--- config.mk ---
export PLATFORM = sky130hd
export DESIGN_NAME = pwm_chan_top
export DESIGN_NICKNAME = d
export VERILOG_FILES = /design/src/rtl/pwm_chan_pkg.sv /design/src/rtl/pwm_prescaler.sv /design/src/rtl/pwm_counter.sv /design/src/rtl/pwm_shaper.sv /design/src/rtl/pwm_chan_top.sv
export SDC_FILE = /design/constraint.sdc
export NUM_CORES = 1
export LEC_CHECK = 0
export BUFFER_PORTS_ARGS = -buffer_cell sky130_fd_sc_hd__buf_2
export CAP_MARGIN = 20
export CORE_MARGIN = 3
export CORE_UTILIZATION = 35
export DETAILED_ROUTE_END_ITERATION = 16
export GPL_TIMING_DRIVEN = 0
export PLACE_DENSITY_LB_ADDON = 0.15
export SYNTH_ARGS = -nofsm -noshare
export SYNTH_HDL_FRONTEND = slang
export SYNTH_SLANG_ARGS = --single-unit
--- constraint.sdc ---
create_clock -name clk -period 19.49 [get_ports clk]
set_clock_uncertainty 0.1 [all_clocks]
set_input_delay 3.898 -clock clk [delete_from_list [all_inputs] [get_ports clk]]
set_output_delay 3.898 -clock clk [all_outputs]
set_load 0.02 [all_outputs]
--- src/rtl/pwm_chan_pkg.sv ---
package pwm_chan_pkg;
  localparam logic [1:0] SEL_COUNT = 2'd0;
  localparam logic [1:0] SEL_CTRL  = 2'd3;

  localparam int LAYOUT_A = 0;
  localparam int LAYOUT_B = 1;

  // word index of the period register for a layout
  function automatic logic [1:0] period_sel(input int layout);
    return (layout == LAYOUT_A) ? 2'd2 : 2'd1;
  endfunction

  // word index of the duty register for a layout
  function automatic logic [1:0] duty_sel(input int layout);
    return (layout == LAYOUT_A) ? 2'd1 : 2'd2;
  endfunction

  // clocks per counter tick for a layout
  function automatic int prescale_for(input int layout);
    return (layout == LAYOUT_A) ? 2 : 1;
  endfunction
endpackage

--- src/rtl/pwm_prescaler.sv ---
module pwm_prescaler #(
  parameter int PRE = 2
) (
  input  logic clk,
  input  logic rst_n,
  input  logic count_en,
  input  logic restart,
  output logic tick
);
  localparam int PW = (PRE > 1) ? $clog2(PRE) : 1;
  localparam logic [PW-1:0] LAST = PW'(PRE - 1);

  logic [PW-1:0] div_q;

  assign tick = count_en && !restart && (div_q == LAST);

  always_ff @(posedge clk) begin
    if (!rst_n)                  div_q <= '0;
    else if (restart || !count_en) div_q <= '0;
    else if (div_q == LAST)      div_q <= '0;
    else                         div_q <= div_q + 1'b1;
  end
endmodule

--- src/rtl/pwm_counter.sv ---
module pwm_counter #(
  parameter int DW = 32
) (
  input  logic          clk,
  input  logic          rst_n,
  input  logic          run,
  input  logic          tick,
  input  logic          load,
  input  logic [DW-1:0] load_val,
  input  logic [DW-1:0] period,
  input  logic          one_shot,
  input  logic          rearm,
  output logic [DW-1:0] cnt,
  output logic          done,
  output logic          wrap
);
  logic [DW:0] nxt;

  assign nxt  = {1'b0, cnt} + (DW+1)'(1);
  assign wrap = tick && (nxt >= {1'b0, period});

  always_ff @(posedge clk) begin
    if (!rst_n) begin
      cnt  <= '0;
      done <= 1'b0;
    end else if (!run) begin
      cnt  <= '0;
      done <= 1'b0;
    end else if (load) begin
      cnt  <= load_val;
      done <= 1'b0;
    end else begin
      if (rearm) done <= 1'b0;
      if (tick)  cnt  <= wrap ? '0 : nxt[DW-1:0];
      if (wrap && one_shot) done <= 1'b1;
    end
  end
endmodule

--- src/rtl/pwm_shaper.sv ---
module pwm_shaper #(
  parameter int DW = 32
) (
  input  logic [DW-1:0] cnt,
  input  logic [DW-1:0] period,
  input  logic [DW-1:0] duty,
  input  logic          right_al,
  input  logic          act_lvl,
  input  logic          idle_lvl,
  input  logic          idle,
  output logic          level
);
  // true while the counter lies inside the duty window
  function automatic logic in_window(input logic [DW-1:0] c, input logic [DW-1:0] p,
                                     input logic [DW-1:0] d, input logic right);
    logic [DW:0] sum;
    sum = {1'b0, c} + {1'b0, d};
    if (right) return (d != '0) && (sum >= {1'b0, p});
    return c < d;
  endfunction

  logic phase;
  assign phase = in_window(cnt, period, duty, right_al);
  assign level = idle ? idle_lvl : (phase ? act_lvl : !act_lvl);
endmodule

--- src/rtl/pwm_chan_top.sv ---
module pwm_chan_top #(
  parameter int LAYOUT = 1,
  parameter int DW     = 32
) (
  input  logic          clk,
  input  logic          rst_n,
  input  logic          bus_wr,
  input  logic [1:0]    bus_sel,
  input  logic [DW-1:0] bus_wdata,
  output logic [DW-1:0] bus_rdata,
  output logic          pwm_out
);
  import pwm_chan_pkg::*;

  localparam logic [1:0] SEL_PER  = period_sel(LAYOUT);
  localparam logic [1:0] SEL_DUTY = duty_sel(LAYOUT);
  localparam int         PRE      = prescale_for(LAYOUT);

  logic [DW-1:0] period_q, duty_q, ctrl_q, cnt;
  logic wr_cnt, wr_per, wr_duty, wr_ctrl;
  logic run, cont, act_lvl, idle_lvl, right_al;
  logic tick, wrap, done, count_en, idle;

  assign wr_cnt  = bus_wr && (bus_sel == SEL_COUNT);
  assign wr_per  = bus_wr && (bus_sel == SEL_PER);
  assign wr_duty = bus_wr && (bus_sel == SEL_DUTY);
  assign wr_ctrl = bus_wr && (bus_sel == SEL_CTRL);

  always_ff @(posedge clk) begin
    if (!rst_n) begin
      period_q <= '0;
      duty_q   <= '0;
      ctrl_q   <= '0;
    end else begin
      if (wr_per)  period_q <= bus_wdata;
      if (wr_duty) duty_q   <= bus_wdata;
      if (wr_ctrl) ctrl_q   <= bus_wdata;
    end
  end

  generate
    if (LAYOUT == LAYOUT_A) begin : g_layout_a
      assign run      = ctrl_q[0] && ctrl_q[3];
      assign cont     = 1'b1;
      assign act_lvl  = 1'b1;
      assign idle_lvl = 1'b0;
      assign right_al = 1'b0;
    end else begin : g_layout_b
      assign run      = ctrl_q[0];
      assign cont     = ctrl_q[1];
      assign act_lvl  = ctrl_q[3];
      assign idle_lvl = ctrl_q[4];
      assign right_al = ctrl_q[5];
    end
  endgenerate

  assign count_en = run && !done;
  assign idle     = !run || done;

  pwm_prescaler #(.PRE(PRE)) u_pre (
    .clk(clk), .rst_n(rst_n), .count_en(count_en), .restart(wr_cnt), .tick(tick)
  );

  pwm_counter #(.DW(DW)) u_cnt (
    .clk(clk), .rst_n(rst_n), .run(run), .tick(tick), .load(wr_cnt),
    .load_val(bus_wdata), .period(period_q), .one_shot(!cont), .rearm(wr_ctrl),
    .cnt(cnt), .done(done), .wrap(wrap)
  );

  pwm_shaper #(.DW(DW)) u_shape (
    .cnt(cnt), .period(period_q), .duty(duty_q), .right_al(right_al),
    .act_lvl(act_lvl), .idle_lvl(idle_lvl), .idle(idle), .level(pwm_out)
  );

  always_comb begin
    unique case (bus_sel)
      SEL_COUNT: bus_rdata = cnt;
      SEL_PER:   bus_rdata = period_q;
      SEL_DUTY:  bus_rdata = duty_q;
      default:   bus_rdata = ctrl_q;
    endcase
  end
endmodule

# Word level (Yosys, flattened, before mapping)
# Cells that the tools add are included.
op_classes:
  n_eq_ne: 3
  addsub: 3
  reduce_logical: 25
  magnitude_cmp: 3
  n_mux: 11
  bitwise: 3
ops:
  columns: ["cell", "count"]
  rows:
  - ["$mux 32", 3]
  - ["$pmux 32 s3", 1]
  - ["$ge 33x32->1", 2]
  - ["$add 32x1->33 const B", 1]
  - ["$add 32x32->33", 1]
  - ["$lt 32x32->1", 1]
  - ["$reduce_bool 32->1", 1]
  - ["$logic_and 1x1->1", 10]
  - ["$mux 1", 7]
  - ["$logic_not 1->1", 6]
  - ["$reduce_or 3->1", 2]
  - ["$eq 2x2->1 const B", 2]
  - ["$reduce_bool 2->1", 2]
  - ["$not 1->1", 3]
  - ["$eq 2x1->1 const B", 1]
  - ["$logic_not 2->1", 1]
  - ["$logic_or 1x1->1", 2]
  - ["$reduce_and 2->1", 1]
  - ["$add 1x1->1 const B", 1]
word_totals:
  ff_bits: 130
  output_inout_bits: 33

# Longest topological paths before layout
# Gate-level depths: netlist of run 1.
logic_depth:
  depth_word: 9
  ltp_mapped: 22
  mapped_depth_nobuf: 22

# Hierarchy
# Synthesis of run 1 repeated with hierarchy kept, for this count alone.
unflattened:
  hier_cells: 1280
  hier_area_um2: 11016.8
modules_own_cells:
  columns: ["module", "cells_per_inst", "n_inst", "area_each_um2"]
  rows:
  - ["pwm_chan_top", 393, 1, 4421.7]
  - ["pwm_shaper", 490, 1, 3432.0]
  - ["pwm_counter", 394, 1, 3126.7]
  - ["pwm_prescaler", 3, 1, 36.3]

# Least setup slack after synthesis of run 1
# Ideal clock, no wire load.
synth_timing:
  path_kind: "input port to output port"
  startpoint: "in bus_sel[1]"
  endpoint: "out bus_rdata[10]"
  slack_ps: 10099
  n_path_buf: 2
  stages: 3
  arrival_time_ps: 5393
  path_cell_list: "clkbuf_1 > buf_1 > mux4_2"
synth_via:
  elab_chain_cells: 2
  word_cells_on_any_way: 4
  classes_between: "eq/ne: 2; mux: 1; reduce/logical: 1"
synth_rtl:
  columns: ["item", "line", "text"]
  rows:
  - ["start, declared", "pwm_chan_top.sv:8", "input logic [1:0] bus_sel,"]
  - ["$eq 2x2->1 (tied with other cells)", "pwm_chan_top.sv:76", "unique case (bus_sel)"]
  - ["$pmux 32 s3 (*)", "pwm_chan_top.sv:76", null]
  - ["end, declared", "pwm_chan_top.sv:10", "output logic [DW-1:0] bus_rdata,"]
# Mark *: on every way between the ends. The rest lies on a longest branch, timed or not.

# Worst setup path in the final report of run 1
layout_timing:
  startpoint: "reg u_cnt.cnt[0]"
  endpoint: "out pwm_out"
layout_via:
  elab_chain_cells: 7
  word_cells_on_any_way: 8
  classes_between: "add/sub: 1; order compare: 2; mux: 4; reduce/logical: 1"
layout_rtl:
  columns: ["item", "line", "text"]
  rows:
  - ["start, declared", "pwm_counter.sv:13", "output logic [DW-1:0] cnt,"]
  - ["start signal, assigned", "pwm_counter.sv:30", "cnt <= load_val;"]
  - ["start signal, assigned", "pwm_counter.sv:34", "if (tick) cnt <= wrap ? '0 : nxt[DW-1:0];"]
  - ["$add 32x32->33", "pwm_shaper.sv:17", "sum = {1'b0, c} + {1'b0, d};"]
  - ["$ge 33x32->1", "pwm_shaper.sv:18", "if (right) return (d != '0) && (sum >= {1'b0, p});"]
  - ["$logic_and 1x1->1", "pwm_shaper.sv:18", null]
  - ["$mux 1", "pwm_shaper.sv:18", null]
  - ["$mux 1 (*)", "pwm_shaper.sv:19", "return c < d;"]
  - ["$mux 1 (*) (2 in series)", "pwm_shaper.sv:24", "assign level = idle ? idle_lvl : (phase ? act_lvl : !act_lvl);"]
  - ["end, declared", "pwm_chan_top.sv:11", "output logic pwm_out"]
# Mark *: on every way between the ends. The rest lies on a longest branch, timed or not. The select of a mux whose other input is x is not followed.

==> impl_metrics.tcl, run 1 <==
set metrics [dict create \
    slowest_stage "a2111oi_0" \
    max_clock_freq_mhz 94.0 \
    synthesis.area_mm2 0.0102 \
    place_hpwl_um 27100 \
    ys_seq_area_share_pct 25.6 \
    p_leak_nw 4.84 \
    path_class "reg2out" \
    synth_warnings 0 \
    synth_nets 1387 \
    worst_slew_pin_slew_ns 1.01 \
    synthCells 1220 \
    synth.top_cells.by_count "nand2_1, dfxtp_1, ha_1" \
    outcome "completed" \
    die_w_um 176 \
    slew_headroom_pct 32.4 \
    ir_worst_vdd_v 0.0000545 \
    synthXorXnorAreaFrac_pct 5.00 \
    crit_fanout 9 \
    synth_area_per_cell_um2 8.33 \
    period_share_pct 54.6 \
    worstSetupStartpointType "flop" \
    dieArea_mm2 0.0311 \
    cp-end-kind "primary output" \
    synth.most_common_cell "nand2_1" \
    grt_pass1_vias 9249 \
    cts_hold_buf 0 \
    drv_slew 0 \
    ctsResizeCount 0 \
    place_inst 1672 \
    clk_root_buffer_cell "clkbuf_16" \
    synth_simple_gate_area_share_pct 17.9 \
    initial_utilization_pct 36.0 \
    wirelength_um 35300 \
    grt_usage_pct 23.0 \
    synth-compound-area-share_pct 22.7 \
    worstPathCellList "ha_1 -> inv_1 -> fa_1 -> o21ba_2 -> nor3_1 -> o311a_1 -> o211ai_1 -> a2111oi_0 -> nor3_1 -> nor3_1 -> a21oi_1 -> xor2_1 -> ha_1 -> a21oi_1 -> nor2b_1 -> a2111oi_0 -> o21ai_0 -> a311oi_1 -> a21oi_1 -> a311o_1 -> or4_1 -> nand3_1 -> buf_2" \
    maxCapViolCount 0 \
    setup_viol 0 \
    grt_pass1_wl_um 54600 \
    synthArstFlopShare_pct 0 \
    first_pass_iters 5 \
    synth.area.top_cells "dfxtp_1, ha_1, nand2_1" \
    cts-buffers-inserted 17 \
    rows 61 \
    fin_cells 1703 \
    yosys.area.top_type "dfxtp_1" \
    diodes 0 \
    nets 1480 \
    via_count 9242 \
    drc 0 \
    setup_tns_ns 0 \
    gp_congestion 0.919 \
    drt_iter0_drc 600 \
    arrival_ns 6.64 \
    antenna_found_initial 1 \
    synthMuxAreaShare_pct 7.09 \
    cp_data_required_time_ns 15.49 \
    ios 70 \
    hold_viol_final 0 \
    die_y_um 176 \
    grt_setup_unrepaired "no" \
    synthAdderAreaFrac_pct 16.1 \
    ant_nets 0 \
    wire_per_inst_um 20.7 \
    gr-total-overflow 0 \
    synthDominantCellAreaShare_pct 25.6 \
    synth_edf_count 0 \
    port_buffers 68 \
    powerDensity_mw_per_mm2 60.1 \
    post_cts_buffers 0 \
    grt_max_degree 17 \
    drive_above_1_share_pct 11.3 \
    hold_path_class "reg2reg" \
    ys_ff_latch 130 \
    vias_per_cell 5.43 \
    core_area_mm2 0.0282 \
    clk_path_buf_depth 2 \
    synth_top_family_by_area "compound AO/OA/AOI/OAI gates" \
    areaGrowthSynthToFinish_pct 14.2 \
    h-tree-depth 4 \
    clock_latency_ns 0.44 \
    period_minus_slack_ns 10.64 \
    reg2reg_setup_slack_ns 13.67 \
    cp_slowest_stage_delay_ns 0.71 \
    synth_ff_type "dfxtp_1" \
    cts_tree "yes" \
    clkTransAtPathRegs_ns 0.07 \
    cts_sinks 130 \
    synth_cell_types 58 \
]
placed cells by master, fill, tap and decap left out, drive strengths merged, types with 4 or more instances in the layout:
master | synthesis | routed
a221o | 4 | 4
xnor2 | 34 | 34
nor2 | 40 | 40
clkinv | 0 | 7
xor2 | 24 | 24
nor4 | 21 | 21
o31ai | 5 | 5
and3 | 13 | 13
ha | 129 | 129
a21o | 25 | 25
o31a | 4 | 4
clkbuf | 50 | 69
nor3 | 20 | 20
o2bb2ai | 27 | 27
or3 | 5 | 5
o21ai | 22 | 22
o211ai | 5 | 5
nand4 | 22 | 22
inv | 93 | 93
a2111oi | 5 | 5
nand2 | 221 | 221
o21a | 5 | 5
o41ai | 5 | 5
nand3 | 15 | 15
dfxtp | 130 | 130
a22oi | 27 | 27
a21oi | 56 | 56
nand2b | 8 | 8
nor2b | 12 | 12
o21bai | 9 | 9
mux4 | 32 | 32
and2 | 6 | 6
a21boi | 99 | 99
a211oi | 5 | 5
buf | 8 | 82
worst max-delay path, delay by kind of cell, from the launching register on:
kind | cells | cell delay (ns)
AOI/OAI and AO/OA | 11 | 2.75
and+or+nand+nor | 6 | 1.56
adders and majority gates | 3 | 0.93
DFF | 1 | 0.56
buffers and inverters | 2 | 0.25
xor gates and xnor gates | 1 | 0.16
logic make-up after synthesis:
kind of cell | Yosys count
AND/OR/NAND/NOR | 396
flip-flops | 130
adder cells (fa/ha/maj) | 130
buffers and inverters | 151
other | 1
multiplexers | 32
XOR/XNOR | 58
AO/OA/AOI/OAI | 322
final cells by class:
cell class              count  area [um2]
well taps                 378         473
clock inverters            12         118
repair buffers             74         420
flip-flops and latches    130        2600
clock buffers              19         433
multi-input cells         939        6990
fillers                  2927       16600
plain buffers              58         221
inverters                  93         349
registers in the layout, summed over array words and instances (netlist names):
register	count
u_pre.div_q	1
ctrl_q	32
u_cnt.done	1
u_cnt.cnt	32
period_q	32
duty_q	32
final timing paths:
kind | start | endpoint | cells after the start
max reg2reg | u_cnt.cnt[0]$_SDFFE_PN0P_ | u_cnt.cnt[20]$_SDFFE_PN0P_ | 16
min | u_cnt.done$_SDFFE_PP0P_ | u_cnt.done$_SDFFE_PP0P_ | 2
min reg2reg | u_cnt.done$_SDFFE_PP0P_ | u_cnt.done$_SDFFE_PP0P_ | 2
max | u_cnt.cnt[0]$_SDFFE_PN0P_ | pwm_out | 23
metrics by stage:
stage / instance area (um2) / hold slack [ns] / worst slack [ns] / utilization [%] / power [mW]
floorplan: 10200 / 0.332 / 10.10 / - / 0.345
global placement: 11000 / 0.345 / 8.98 / 38.9 / 0.385
detailed placement: 11100 / 0.353 / 9.29 / 39.2 / 0.387
CTS: 11600 / 0.364 / 8.88 / 41.1 / 0.703
finish: 11600 / 0.359 / 8.85 / 41.1 / 0.697
global route: 11600 / 0.387 / 8.39 / 41.1 / 0.724
where the power goes:
part | switching (mW) | internal [mW] | total (mW)
clock | 0.130 | 0.186 | 0.315
combinational | 0.0646 | 0.0379 | 0.102
sequential | 0.00710 | 0.273 | 0.280
total | 0.201 | 0.496 | 0.697
per-layer routing:
layer / GRT usage (%) / part of all wire [%] / vias up
li1: - / - / 4540
met1: 30.2 / 45 / 4411
met2: 37.7 / 46 / 231
met3: 3.61 / 4.9 / 58
met4: 9.59 / 3.7 / 2
met5: 0 / 0.037 / -
(Power assumes the default switching activity.)
==> run 2, diff against run 1 <==
Settings changed: ABC_AREA set to 1.
Clock period 19.49 ns to 9.9 ns, I/O delays scaled along.
==> run 2 against run 1 <==
Against the previous run:
- sequential share of layout area fell by 0.68 points
- worst setup slack lost 6.6 ns
- cell area rose by 3.1%
- highest routed layer unchanged
- combinational power grew to 2.8 times the previous value
- first-iteration DRC count is 77% higher
- register-to-register slack worse by 8.0 ns
- flip-flop and latch count is the same
- wire length grew 25%
==> impl_metrics.tcl, run 2 <==
set metrics [dict create \
    outcome "completed" \
    ant_nets 0 \
    synth.top_cells.by_count "inv_1, a21oi_1, o21ai_0" \
    gp_congestion 0.969 \
    rows 62 \
    worstSetupStartpointType "flop" \
    die_y_um 179 \
    p_leak_nw 5.29 \
    port_buffers 69 \
    synth.area.top_cells "dfxtp_1, ha_1, a21oi_1" \
    final_common_cell "inv_1" \
    wirelength_um 44100 \
    cp_data_required_time_ns 7.82 \
    clk_root_buffer_cell "clkbuf_16" \
    synth_warnings 0 \
    initial_utilization_pct 35.9 \
    clkTransAtPathRegs_ns 0.06 \
    power_mw 1.62 \
    maxCapViolCount 0 \
    gr-total-overflow 0 \
    dieArea_mm2 0.0320 \
    ys_ff_latch 130 \
    synth_area_per_cell_um2 6.80 \
    period_minus_slack_ns 7.61 \
    place_ws_ns 2.96 \
    setup_viol 0 \
    path_class "reg2out" \
    fin_cells 2022 \
    yosys.area.top_type "dfxtp_1" \
    vias_per_cell 5.52 \
    slew_headroom_pct 26.2 \
    synth.most_common_cell "inv_1" \
    synthCells 1538 \
    drv_slew 0 \
    synthesis.area_mm2 0.0105 \
    diodes 0 \
    ys_seq_area_share_pct 24.9 \
    cts_hold_buf 0 \
    cts_sinks 130 \
    cts-buffers-inserted 17 \
    nets 1793 \
    synthArstFlopShare_pct 0 \
    final_cell_mix "inv_1, a21oi_1, o21ai_0" \
    synth_edf_count 0 \
    ir_worst_vdd_v 0.000105 \
    place_hpwl_um 34200 \
    crit_fanout 6 \
    antenna_found_initial 1 \
    grt_max_degree 17 \
    ctsResizeCount 0 \
    synth_ff_type "dfxtp_1" \
    clk_path_buf_depth 2 \
    period_share_pct 76.9 \
    final_util_pct 41.2 \
    drive_above_1_share_pct 8.00 \
    core_area_mm2 0.0291 \
    areaGrowthSynthToFinish_pct 14.6 \
    synth_nets 1705 \
    wire_per_inst_um 21.8 \
    post_cts_buffers 0 \
    grt_usage_pct 27.7 \
    clock_latency_ns 0.45 \
    grt_setup_unrepaired "no" \
    grt_pass1_wl_um 65400 \
    h-tree-depth 4 \
    first_pass_iters 5 \
    hold_path_class "reg2reg" \
    synthDominantCellAreaShare_pct 24.9 \
    die_w_um 179 \
    drc 0 \
    setup_ws_ns 2.29 \
    ios 70 \
    cp-end-kind "primary output" \
    hold_viol_final 0 \
    max_clock_freq_mhz 131 \
    via_count 11200 \
    worst_slew_pin_slew_ns 1.11 \
    grt_pass1_vias 10500 \
    arrival_ns 5.53 \
    setup_tns_ns 0 \
    powerDensity_mw_per_mm2 136 \
    reg2reg_setup_slack_ns 5.65 \
    place_inst 1991 \
    synth_cell_types 46 \
    drt_iter0_drc 1062 \
    cts_tree "yes" \
]
[run 2: cell types whose count changed in the layout (fill, tap and decap cells not counted), moves of 66 or more]
cell / previous run / this run
nand3_1: 15 / 81
inv_1: 93 / 259
o21ai_0: 21 / 183
nand2_1: 220 / 154
a21boi_0: 99 / 2
a21oi_1: 56 / 235
[run 2: logic make-up after synthesis]
family | count (synthesis) | synth area share (%)
XOR/XNOR | 58 | 4.86
flip-flops | 130 | 24.9
other | 1 | 0.0359
buffers and inverters | 332 | 12.2
adder cells (fa/ha/maj) | 130 | 15.6
AND/OR/NAND/NOR | 411 | 18.4
AO/OA/AOI/OAI | 476 | 24.0
[run 2: report_power, final]
part,switching [mW],internal (mW)
sequential,0.00890,0.544
combinational,0.204,0.0801
clock,0.282,0.506
[run 2: layout make-up]
class                   count  area [um2]
plain buffers              64         273
flip-flops and latches    130        2600
clock buffers              19         443
multi-input cells        1076        6570
repair buffers             69         345
well taps                 384         480
fillers                  3125       17100
inverters                 268        1010
clock inverters            12         253
[run 2: path summary, 6_finish.rpt]
path         cells after the start                         end                 startpoint
max                             26                     pwm_out  u_cnt.cnt[0]$_SDFFE_PN0P_
max reg2reg                     22  u_cnt.cnt[29]$_SDFFE_PN0P_  u_cnt.cnt[0]$_SDFFE_PN0P_
min                              2     ctrl_q[11]$_SDFFE_PN0P_    ctrl_q[11]$_SDFFE_PN0P_
min reg2reg                      2     ctrl_q[11]$_SDFFE_PN0P_    ctrl_q[11]$_SDFFE_PN0P_
[run 2: worst max-delay path: stages, from the launching register on]
cell,delay (ns)
dfxtp_1,0.47
ha_1,0.26
inv_1,0.07
fa_1,0.40
inv_1,0.07
a31oi_1,0.19
o21ai_0,0.84
nand3_1,0.15
nand3_1,0.32
xor2_1,0.13
ha_1,0.31
nand2_1,0.07
nor2_1,0.20
nand2_1,0.10
nor2_1,0.34
nand2_1,0.17
nand3_1,0.17
nand2_1,0.08
nand2_1,0.07
nand2_1,0.07
nand3_1,0.11
nand2_1,0.11
nand2_1,0.08
nand2_1,0.05
nand3_1,0.06
nand2_1,0.05
buf_2,0.15
[run 2: stage by stage]
stage                     hold slack [ns]  cell area (um2)
after floorplan                     0.325            10500
after global placement              0.334            11300
after detailed placement            0.341            11300
after CTS                           0.351            12000
after global routing                0.368            12000
final                               0.350            12000
[run 2: layer usage]
layer  wire length, um  track usage [%]  part of all wire, %
met2             19300             42.8                   44
met1             20600             39.0                   47
met3              2900             4.91                  6.6
met5                16                0                0.036
met4              1160             8.57                  2.6
